==> src/rtl/tkw_pkg.sv <==
package tkw_pkg;

    localparam int PRE_W = 8;
    localparam int EXP_W = 4;
    localparam logic [7:0] MODE_RST = 8'hFF;

    typedef struct packed {
        logic [1:0] spare;
        logic       src_pin;
        logic       fall_edge;
        logic       to_wdog;
        logic [2:0] code;
    } mode_t;

    // Division exponent: the watchdog uses the code as is, the timer one more
    function automatic logic [EXP_W-1:0] div_exp(input mode_t m);
        logic [EXP_W-1:0] e;
        e = {1'b0, m.code};
        if (!m.to_wdog) e = e + 1'b1;
        return e;
    endfunction

    // Terminal prescaler count for a power-of-two ratio
    function automatic logic [PRE_W-1:0] div_limit(input logic [EXP_W-1:0] e);
        logic [PRE_W:0] t;
        t = (PRE_W+1)'(1) << e;
        t = t - (PRE_W+1)'(1);
        return t[PRE_W-1:0];
    endfunction

endpackage

==> src/rtl/tkw_pin_edge.sv <==
module tkw_pin_edge #(
    parameter int SYNC = 2
) (
    input  logic clk,
    input  logic rst,
    input  logic pin,
    input  logic fall_sel,
    output logic evt
);
    logic [SYNC:0] sh;

    always_ff @(posedge clk) begin
        if (rst) sh <= '0;
        else     sh <= {sh[SYNC-1:0], pin};
    end

    logic cur, prev;
    assign cur  = sh[SYNC-1];
    assign prev = sh[SYNC];
    assign evt  = fall_sel ? (prev & ~cur) : (cur & ~prev);
endmodule

==> src/rtl/tkw_prescale.sv <==
module tkw_prescale
    import tkw_pkg::*;
(
    input  logic             clk,
    input  logic             rst,
    input  logic             clr,
    input  logic             evt,
    input  logic [PRE_W-1:0] limit,
    output logic             tick
);
    logic [PRE_W-1:0] cnt;

    // >= so that a ratio change mid-count still terminates promptly
    assign tick = evt && !clr && (cnt >= limit);

    always_ff @(posedge clk) begin
        if (rst || clr)  cnt <= '0;
        else if (evt)    cnt <= (cnt >= limit) ? '0 : cnt + 1'b1;
    end
endmodule

==> src/rtl/tkw_counter.sv <==
module tkw_counter #(
    parameter int W = 8
) (
    input  logic         clk,
    input  logic         rst,
    input  logic         ld,
    input  logic [W-1:0] ld_val,
    input  logic         inc,
    output logic [W-1:0] q
);
    always_ff @(posedge clk) begin
        if (rst)      q <= '0;
        else if (ld)  q <= ld_val;
        else if (inc) q <= q + 1'b1;
    end
endmodule

==> src/rtl/tkw_timer_wdog.sv <==
module tkw_timer_wdog
    import tkw_pkg::*;
#(
    parameter int WD_W = 8,
    parameter int SYNC = 2
) (
    input  logic       clk,
    input  logic       rst,
    input  logic       icyc_en,
    input  logic       wdog_osc_en,
    input  logic       mode_we,
    input  logic [7:0] mode_wdata,
    output logic [7:0] mode_rdata,
    input  logic       cnt_we,
    input  logic [7:0] cnt_wdata,
    output logic [7:0] cnt_rdata,
    input  logic       wdog_clr,
    input  logic       sleep_clr,
    input  logic       ext_pin,
    output logic       cnt_ovf,
    output logic       wdog_rst_req
);
    mode_t mode_q;

    always_ff @(posedge clk) begin
        if (rst)          mode_q <= mode_t'(MODE_RST);
        else if (mode_we) mode_q <= mode_t'(mode_wdata);
    end
    assign mode_rdata = mode_q;

    logic pin_evt;
    tkw_pin_edge #(.SYNC(SYNC)) u_pin (
        .clk(clk), .rst(rst), .pin(ext_pin),
        .fall_sel(mode_q.fall_edge), .evt(pin_evt)
    );

    logic tm_evt, wd_clr, pre_evt, pre_clr, pre_tick, tm_inc, wd_inc;
    assign tm_evt  = mode_q.src_pin ? pin_evt : icyc_en;
    assign wd_clr  = wdog_clr | sleep_clr;
    assign pre_evt = mode_q.to_wdog ? wdog_osc_en : tm_evt;
    assign pre_clr = mode_q.to_wdog ? wd_clr : cnt_we;

    tkw_prescale u_pre (
        .clk(clk), .rst(rst), .clr(pre_clr), .evt(pre_evt),
        .limit(div_limit(div_exp(mode_q))), .tick(pre_tick)
    );

    assign tm_inc = mode_q.to_wdog ? tm_evt : pre_tick;
    assign wd_inc = mode_q.to_wdog ? pre_tick : wdog_osc_en;

    logic [7:0]      tm_q;
    logic [WD_W-1:0] wd_q;

    tkw_counter #(.W(8)) u_tmr (
        .clk(clk), .rst(rst), .ld(cnt_we), .ld_val(cnt_wdata),
        .inc(tm_inc), .q(tm_q)
    );
    tkw_counter #(.W(WD_W)) u_wdg (
        .clk(clk), .rst(rst), .ld(wd_clr), .ld_val('0),
        .inc(wd_inc), .q(wd_q)
    );
    assign cnt_rdata = tm_q;

    always_ff @(posedge clk) begin
        if (rst) begin
            cnt_ovf      <= 1'b0;
            wdog_rst_req <= 1'b0;
        end else begin
            cnt_ovf      <= tm_inc && !cnt_we && (&tm_q);
            wdog_rst_req <= wd_inc && !wd_clr && (&wd_q);
        end
    end
endmodule

==> config.mk <==
export PLATFORM = sky130hd
export DESIGN_NAME = tkw_timer_wdog
export DESIGN_NICKNAME = d
export VERILOG_FILES = /design/src/rtl/tkw_pkg.sv /design/src/rtl/tkw_pin_edge.sv /design/src/rtl/tkw_prescale.sv /design/src/rtl/tkw_counter.sv /design/src/rtl/tkw_timer_wdog.sv
export SDC_FILE = /design/constraint.sdc
export NUM_CORES = 1
export LEC_CHECK = 0
export ABC_CLOCK_PERIOD_IN_PS = 8900
export BUFFER_PORTS_ARGS = -buffer_cell sky130_fd_sc_hd__buf_2
export CORE_ASPECT_RATIO = 0.75
export CORE_MARGIN = 10
export CORE_UTILIZATION = 50
export CTS_CLUSTER_DIAMETER = 100
export DETAILED_ROUTE_END_ITERATION = 12
export PLACE_DENSITY = 0.79
export SLEW_MARGIN = 20
export SYNTH_ARGS = -nofsm -noshare
export SYNTH_HDL_FRONTEND = slang
export SYNTH_HIERARCHICAL = 1
export SYNTH_SLANG_ARGS = --single-unit
==> constraint.sdc <==
create_clock -name clk -period 8.9 [get_ports clk]
set_input_delay 0.445 -clock clk [delete_from_list [all_inputs] [get_ports clk]]
set_output_delay 0.445 -clock clk [all_outputs]
set_load 0.005 [all_outputs]
Word level (Yosys, flattened, before mapping). Index checks and enable logic that the tools add are counted.

Bits in registers: 37. Bits of input ports: 25. Output and inout port bits: 18. Logic and storage cells: 47.

Add/subtract/negate cells: 5. Order comparisons: 1. Shift-type cells: 1. Multiplexer cells: 10. Bitwise operators: 5. Reductions and logical operators: 14.

Operator list (count): $add A8 B1 Y8 const B (3); $mux W8 (3); $reduce_and A8 Y1 (2); $ge A8 B8 Y1 (1); $shl A1 B4 Y8 const A (1); $sub A8 B1 Y8 const B (1); $logic_and A1 B1 Y1 (6); $mux W1 (6); $add A3 B1 Y4 const B (1); $mux W4 (1); $logic_not A1 Y1 (3); $and A1 B1 Y1 (2); $not A1 Y1 (2); $reduce_bool A2 Y1 (1); $reduce_or A2 Y1 (1); $logic_or A1 B1 Y1 (1); $or A1 B1 Y1 (1).

Logic depth before layout (Yosys ltp).
Depth after elaboration: 10. Mapped depth: 21.

Hierarchy. Netlist, hierarchy kept.

By module, submodules not included: tkw_counter (instances 2, cells an instance 53, area an instance 464.2 um^2, sequential area each 160.2 um^2); tkw_timer_wdog (instances 1, cells an instance 81, area an instance 676.9 um^2, sequential area each 200.2 um^2); tkw_prescale (instances 1, cells an instance 65, area an instance 631.9 um^2, sequential area each 160.2 um^2); tkw_pin_edge (instances 1, cells an instance 9, area an instance 101.3 um^2, sequential area each 60.1 um^2).

Worst setup path before layout. No wires, ideal clock.

Path kind: register to register. Start: register mode_q (netlist bit mode_rdata[1]). End: register u_tmr.q[7]. Setup time: 79 ps. Data arrival time: 4150 ps. Required time: 8821 ps. Slack: 4671 ps. Stages on the path, launching flop included: 21. Clock period less this slack: 4229 ps. Cells stage by stage: dfxtp_1 > ha_1 > mux2_2 > nor2_1 > nand3_1 > ha_1 > nor4_1 > a211o_1 > inv_1 > ha_1 > and3_4 > o2111a_1 > a22o_1 > buf_6 > nor2b_1 > nor2_1 > a21oi_1 > buf_6 > or3b_1 > or4_1 > o211ai_1.

Cells in the longest elaborated chain, start to end: 8.

Ends and longest elaborated chain: start, declared (RTL line tkw_timer_wdog.sv:23) `mode_t mode_q;`; start signal, assigned (RTL line tkw_timer_wdog.sv:26) `if (rst) mode_q <= mode_t'(MODE_RST);`; start signal, assigned (RTL line tkw_timer_wdog.sv:27) `else if (mode_we) mode_q <= mode_t'(mode_wdata);`; $add A3 B1 Y4 (RTL line tkw_pkg.sv:19) `if (!m.to_wdog) e = e + 1'b1;`; $mux W4 (*) (RTL line tkw_pkg.sv:19); $shl A1 B4 Y8 (*) (RTL line tkw_pkg.sv:26) `t = (PRE_W+1)'(1) << e;`; $sub A8 B1 Y8 (*) (RTL line tkw_pkg.sv:27) `t = t - (PRE_W+1)'(1);`; $ge A8 B8 Y1 (*) (RTL line tkw_prescale.sv:14) `assign tick = evt && !clr && (cnt >= limit);`; $logic_and A1 B1 Y1 (*) (RTL line tkw_prescale.sv:14); net pre_tick (RTL line tkw_timer_wdog.sv:37) `logic tm_evt, wd_clr, pre_evt, pre_clr, pre_tick, tm_inc, wd_inc;`; $mux W1 (*) (RTL line tkw_timer_wdog.sv:48) `assign tm_inc = mode_q.to_wdog ? tm_evt : pre_tick;`; net tm_inc (RTL line tkw_timer_wdog.sv:37); $reduce_bool A2 Y1 (no line) (*); end signal, assigned (RTL line tkw_counter.sv:13) `else if (ld) q <= ld_val;`; end signal, assigned (RTL line tkw_counter.sv:14) `else if (inc) q <= q + 1'b1;`; end, declared (RTL line tkw_counter.sv:9) `output logic [W-1:0] q`.

Mark *: on every way through the listed nets, which the timed path passes. The rest lies on a longest branch. A chain may end at the register's enable or synchronous reset.

Final worst setup path.
Start: register mode_q (netlist bit mode_rdata[3]). End: register u_tmr.q[5].

Cells in the longest elaborated chain, start to end: 7. Elaborated cells between the ends (all ways): 11. Those cells by class: add/sub (1); order compare (1); shift (1); mux (4); reduce/logical (4).

Ends and longest elaborated chain (RTL line): $mux W4 (tkw_pkg.sv:19); $shl A1 B4 Y8 (tkw_pkg.sv:26); $sub A8 B1 Y8 (tkw_pkg.sv:27); $ge A8 B8 Y1 (tkw_prescale.sv:14); $logic_and A1 B1 Y1 (*) (tkw_prescale.sv:14); net pre_tick (tkw_timer_wdog.sv:37); $mux W1 (*) (tkw_timer_wdog.sv:48); net tm_inc (tkw_timer_wdog.sv:37); $reduce_bool A2 Y1 (no line) (*).

Marks and branches as above.

==> metrics.md <==
| Metric | Value |
|---|---|
| Buffer type at the clock tree root | sky130_fd_sc_hd__clkbuf_8 |
| Top cells by area, synth | sky130_fd_sc_hd__dfxtp_1 32%, sky130_fd_sc_hd__ha_1 7.0%, sky130_fd_sc_hd__xor2_1 4.1% |
| Worst min-delay path category | input port to register |
| Asr flop ratio synth | 0 |
| Power per standard cell area | approximately 150 nW/um^2 |
| Fraction of layout cells with a size suffix above 1 | 0.2164 |
| Overall die width | around 99 um |
| Routed vias | around 2.0k |
| I/O pin cnt | 43 |
| Post-cts sizing count | 0 |
| Area overhead of the layout relative to synthesis | 13.75% |
| Required time worst endpoint | ~9.1 ns |
| Ys flop type | sky130_fd_sc_hd__dfxtp_1 |
| Final net count | 342 |
| CP Class | register to register |
| Global-route met2 utilization | 0.2123 |
| Count of input and output buffers | 42 |
| Met1 Track Usage GR | 0.1682 |
| Depth of the most critical reg-to-reg path | 17 |
| Cell area after synthesis | around 2300 sq um |
| Die ar. | approximately 7800 sq um |
| Number of flops mapped to enable cells by yosys | 0 |
| Max-slew headroom at the worst pin | 0.2684 |
| Critical path fanouts, max | 15 |
| Total power after layout | between 0.3 and 0.4 mW |
| VDD IR max | approximately 0.10 mV |
| Number of sinks on the clock net | 37 |
| First-iteration detailed-routing DRC count | 74 |
| Global-route total usage across every layer | 0.1361 |
| Detailed placer's ending HPWL | around 3800 um |
| Number of failing hold endpoints at the final stage | 0 |
| Max Clock Skew | ~0.0067 ns |
| Grt total ovfl | 0 |
| Final Critical Period | approximately 5.2 ns |
| Total DRC errors in the routed layout | 0 |
| Endpoint kind of the worst setup timing path | register |
| Count of unique library cells instantiated by Yosys | 47 |
| Top cell type's share of synthesized area | 0.3167 |
| Number of diodes added for antenna fixing | 0 |
| Number of global-route vias before repair | between 1.5k and 2k |
| Via/cell ratio | between 5 and 6 |
| Max frequency | about 190 MHz |
| First-pass GRT wire length | 9094 um |
| Number of filler cells placed in the layout | 416 |
| Register area | ~740 sq um |
| Routed Wire Length | 5218 um |
| Share of the cycle needed by the critical path after routing | 0.5852 |
| H-Tree Level Count | 2 |
| RePlAce Congestion | approximately 0.83 |
| Synthesized area per cell | 8.960 sq um |
| Initial core utilization | 0.5205 |
| Synthesized flop and latch total | 37 |
| Number of antenna violations at the first check in global routing | 0 |
| Final core occ | 0.5920 |
| Clk buf depth | 2 |
| Initial DRT Pass Iterations | 4 |
| Most Crowded Layer GR | met2 |
| TritonCTS Buffers | 5 |
| Skew-Pair Late Insertion Delay | 0.30 ns |
| Yosys warns | 6 |
| Wire length per cell | between 10 and 15 um |
| Met3 global-route usage | 0.04585 |
| Total Neg Setup Slack | 0 ns |
| Total core area | around 4500 sq um |
| Final setup violation count | 0 |
| Synth area leader | sky130_fd_sc_hd__dfxtp_1 |
| Unrepaired setup endpoints after global routing | false |
| Worst-path clk slew | ~0.080 ns |
| Reported max-cap violation count | 0 |
| Outcome | finished, final reports clean |
| Post-CTS Hold Fix Bufs | 0 |
| Number of buffers inserted to repair setup after CTS | 0 |
| FP Rows | 21 |
| Worst Hold Path Cells | 2 |
| Total leakage power | roughly 1.1 nW |
| Die Span Y | just under 80 um |
| Routed Antenna Nets | 0 |
| Clock tree from TritonCTS | built |
| Number of standard cells after synthesis | between 200 and 300 |
| CP Data Arrival Time | about 5.4 ns |
| Transition at the pin with the smallest max-transition slack | between 1 and 1.5 ns |
| Final Hold Slack | around 0.35 ns |
| Nature of the critical path startpoint | register |
| Max Slew Vio Count | 0 |
| Maximum number of pins on one net before global-route repair | 42 |
| Sequential share of the synthesized area | 0.3167 |
| Area of the multi-input gates | 1476 sq um |
Yosys cell counts, types with 2 or more instances:
library cell               instances
sky130_fd_sc_hd__inv_1            16
sky130_fd_sc_hd__nor4_2            7
sky130_fd_sc_hd__mux2_2            3
sky130_fd_sc_hd__nor4_1            2
sky130_fd_sc_hd__nor3b_1           7
sky130_fd_sc_hd__buf_4             2
sky130_fd_sc_hd__nor2b_1          13
sky130_fd_sc_hd__ha_1             13
sky130_fd_sc_hd__or3b_1            2
sky130_fd_sc_hd__nand2b_1          4
sky130_fd_sc_hd__buf_1             2
sky130_fd_sc_hd__xor2_1           11
sky130_fd_sc_hd__o211ai_1          8
sky130_fd_sc_hd__mux2i_1           8
sky130_fd_sc_hd__o31a_1            2
sky130_fd_sc_hd__nor3_1            4
sky130_fd_sc_hd__dfxtp_1          37
sky130_fd_sc_hd__buf_6             4
sky130_fd_sc_hd__clkbuf_1          4
sky130_fd_sc_hd__a211o_1           9
sky130_fd_sc_hd__xnor2_1           6
sky130_fd_sc_hd__a21oi_1           9
sky130_fd_sc_hd__nand4_1          12
sky130_fd_sc_hd__a211oi_1          7
sky130_fd_sc_hd__nand2_1          11
sky130_fd_sc_hd__nor2_1           18
sky130_fd_sc_hd__o21a_1            2
sky130_fd_sc_hd__nand3_1          13
sky130_fd_sc_hd__o21ai_0           4
sky130_fd_sc_hd__or4_1             4
final timing paths:
kind	start	to	slack [ns]
worst min register to register	u_pin/sh[0]	u_pin/sh[1]	0.47
worst max register to register	mode_rdata[3]	u_tmr/q[5]	3.69
worst max-delay path	mode_rdata[3]	u_tmr/q[5]	3.69
worst min-delay path	mode_wdata[1]	mode_rdata[1]	0.35
cell type report:
cell class              count  share of cell area
multi-input cells         202              0.5550
flip-flops and latches     37              0.2785
repair buffers             42             0.07902
clock buffers               7             0.03622
well taps                  57             0.02681
inverters                  16             0.02258
clock inverters             1            0.001881
sequential cells by signal, indices dropped and copies added (netlist names):
name	count
u_pre/cnt	8
wdog_rst_req	1
u_tmr/q	8
mode_rdata	8
u_wdg/q	8
cnt_ovf	1
u_pin/sh	3
power by group:
group | internal [mW] | total [mW] | switching [mW]
Clock | 0.0700 | 0.131 | 0.0608
Combinational | 0.0329 | 0.0707 | 0.0378
Sequential | 0.174 | 0.187 | 0.0126
critical path, cell delays in order, from the launching register on:
cell and delay (ns):
sky130_fd_sc_hd__dfxtp_1 0.65, sky130_fd_sc_hd__mux2_2 0.43, sky130_fd_sc_hd__nor2_1 0.15, sky130_fd_sc_hd__nand3_1 0.09, sky130_fd_sc_hd__ha_1 0.29, sky130_fd_sc_hd__nor4_1 0.31, sky130_fd_sc_hd__a211o_1 0.13, sky130_fd_sc_hd__inv_1 0.04
sky130_fd_sc_hd__ha_1 0.29, sky130_fd_sc_hd__and3_4 0.18, sky130_fd_sc_hd__o2111a_1 0.19, sky130_fd_sc_hd__a22o_1 0.46, sky130_fd_sc_hd__nor2b_1 0.25, sky130_fd_sc_hd__nor2_1 0.06, sky130_fd_sc_hd__a21oi_1 0.62, sky130_fd_sc_hd__or3b_1 0.42
sky130_fd_sc_hd__or4_1 0.48, sky130_fd_sc_hd__o211ai_1 0.09
layer usage:
metal / wire [um] / part of all wire
met5: 0 / 0
met4: 68 / 0.013
met3: 345 / 0.066
met2: 2299 / 0.44
met1: 2505 / 0.48
cell usage in the layout (no fill, tap or decap), types with 6 or more instances in the layout:
cell	Yosys	layout
sky130_fd_sc_hd__nand2_1	11	11
sky130_fd_sc_hd__nor4_2	7	7
sky130_fd_sc_hd__nand3_1	13	13
sky130_fd_sc_hd__xor2_1	11	11
sky130_fd_sc_hd__nand4_1	12	12
sky130_fd_sc_hd__a211o_1	9	9
sky130_fd_sc_hd__nor2b_1	13	13
sky130_fd_sc_hd__conb_1	1	8
sky130_fd_sc_hd__o211ai_1	8	8
sky130_fd_sc_hd__inv_1	16	16
sky130_fd_sc_hd__mux2i_1	8	8
sky130_fd_sc_hd__nor2_1	18	18
sky130_fd_sc_hd__ha_1	13	13
sky130_fd_sc_hd__a21oi_1	9	9
sky130_fd_sc_hd__a211oi_1	7	7
sky130_fd_sc_hd__dfxtp_1	37	37
sky130_fd_sc_hd__xnor2_1	6	6
sky130_fd_sc_hd__nor3b_1	7	7
sky130_fd_sc_hd__clkbuf_8	0	7
sky130_fd_sc_hd__buf_2	1	42
through the flow:
stage                     cell area, sq um  worst slack [ns]  cells
final                                 2660             3.692    362
after global routing                  2660             3.318    362
after CTS                             2660             3.740    362
after detailed placement              2559             3.773    354
after global placement                2559             3.938    354
after floorplan                       2365             4.671    268
logic make-up (layout without fill, tap and decap cells):
group,count (synthesis),count (layout),share of synthesized area
and+or+nand+nor,102,102,0.2702
AOI/OAI and AO/OA,49,49,0.1546
DFF,37,37,0.3167
buffers and inverters,29,66,0.06313
xor gates and xnor gates,18,18,0.07063
adders and majority gates,14,14,0.07437
muxes,11,11,0.04869
other,1,8,0.001604
Note: power is estimated with default switching activity, not from simulation.
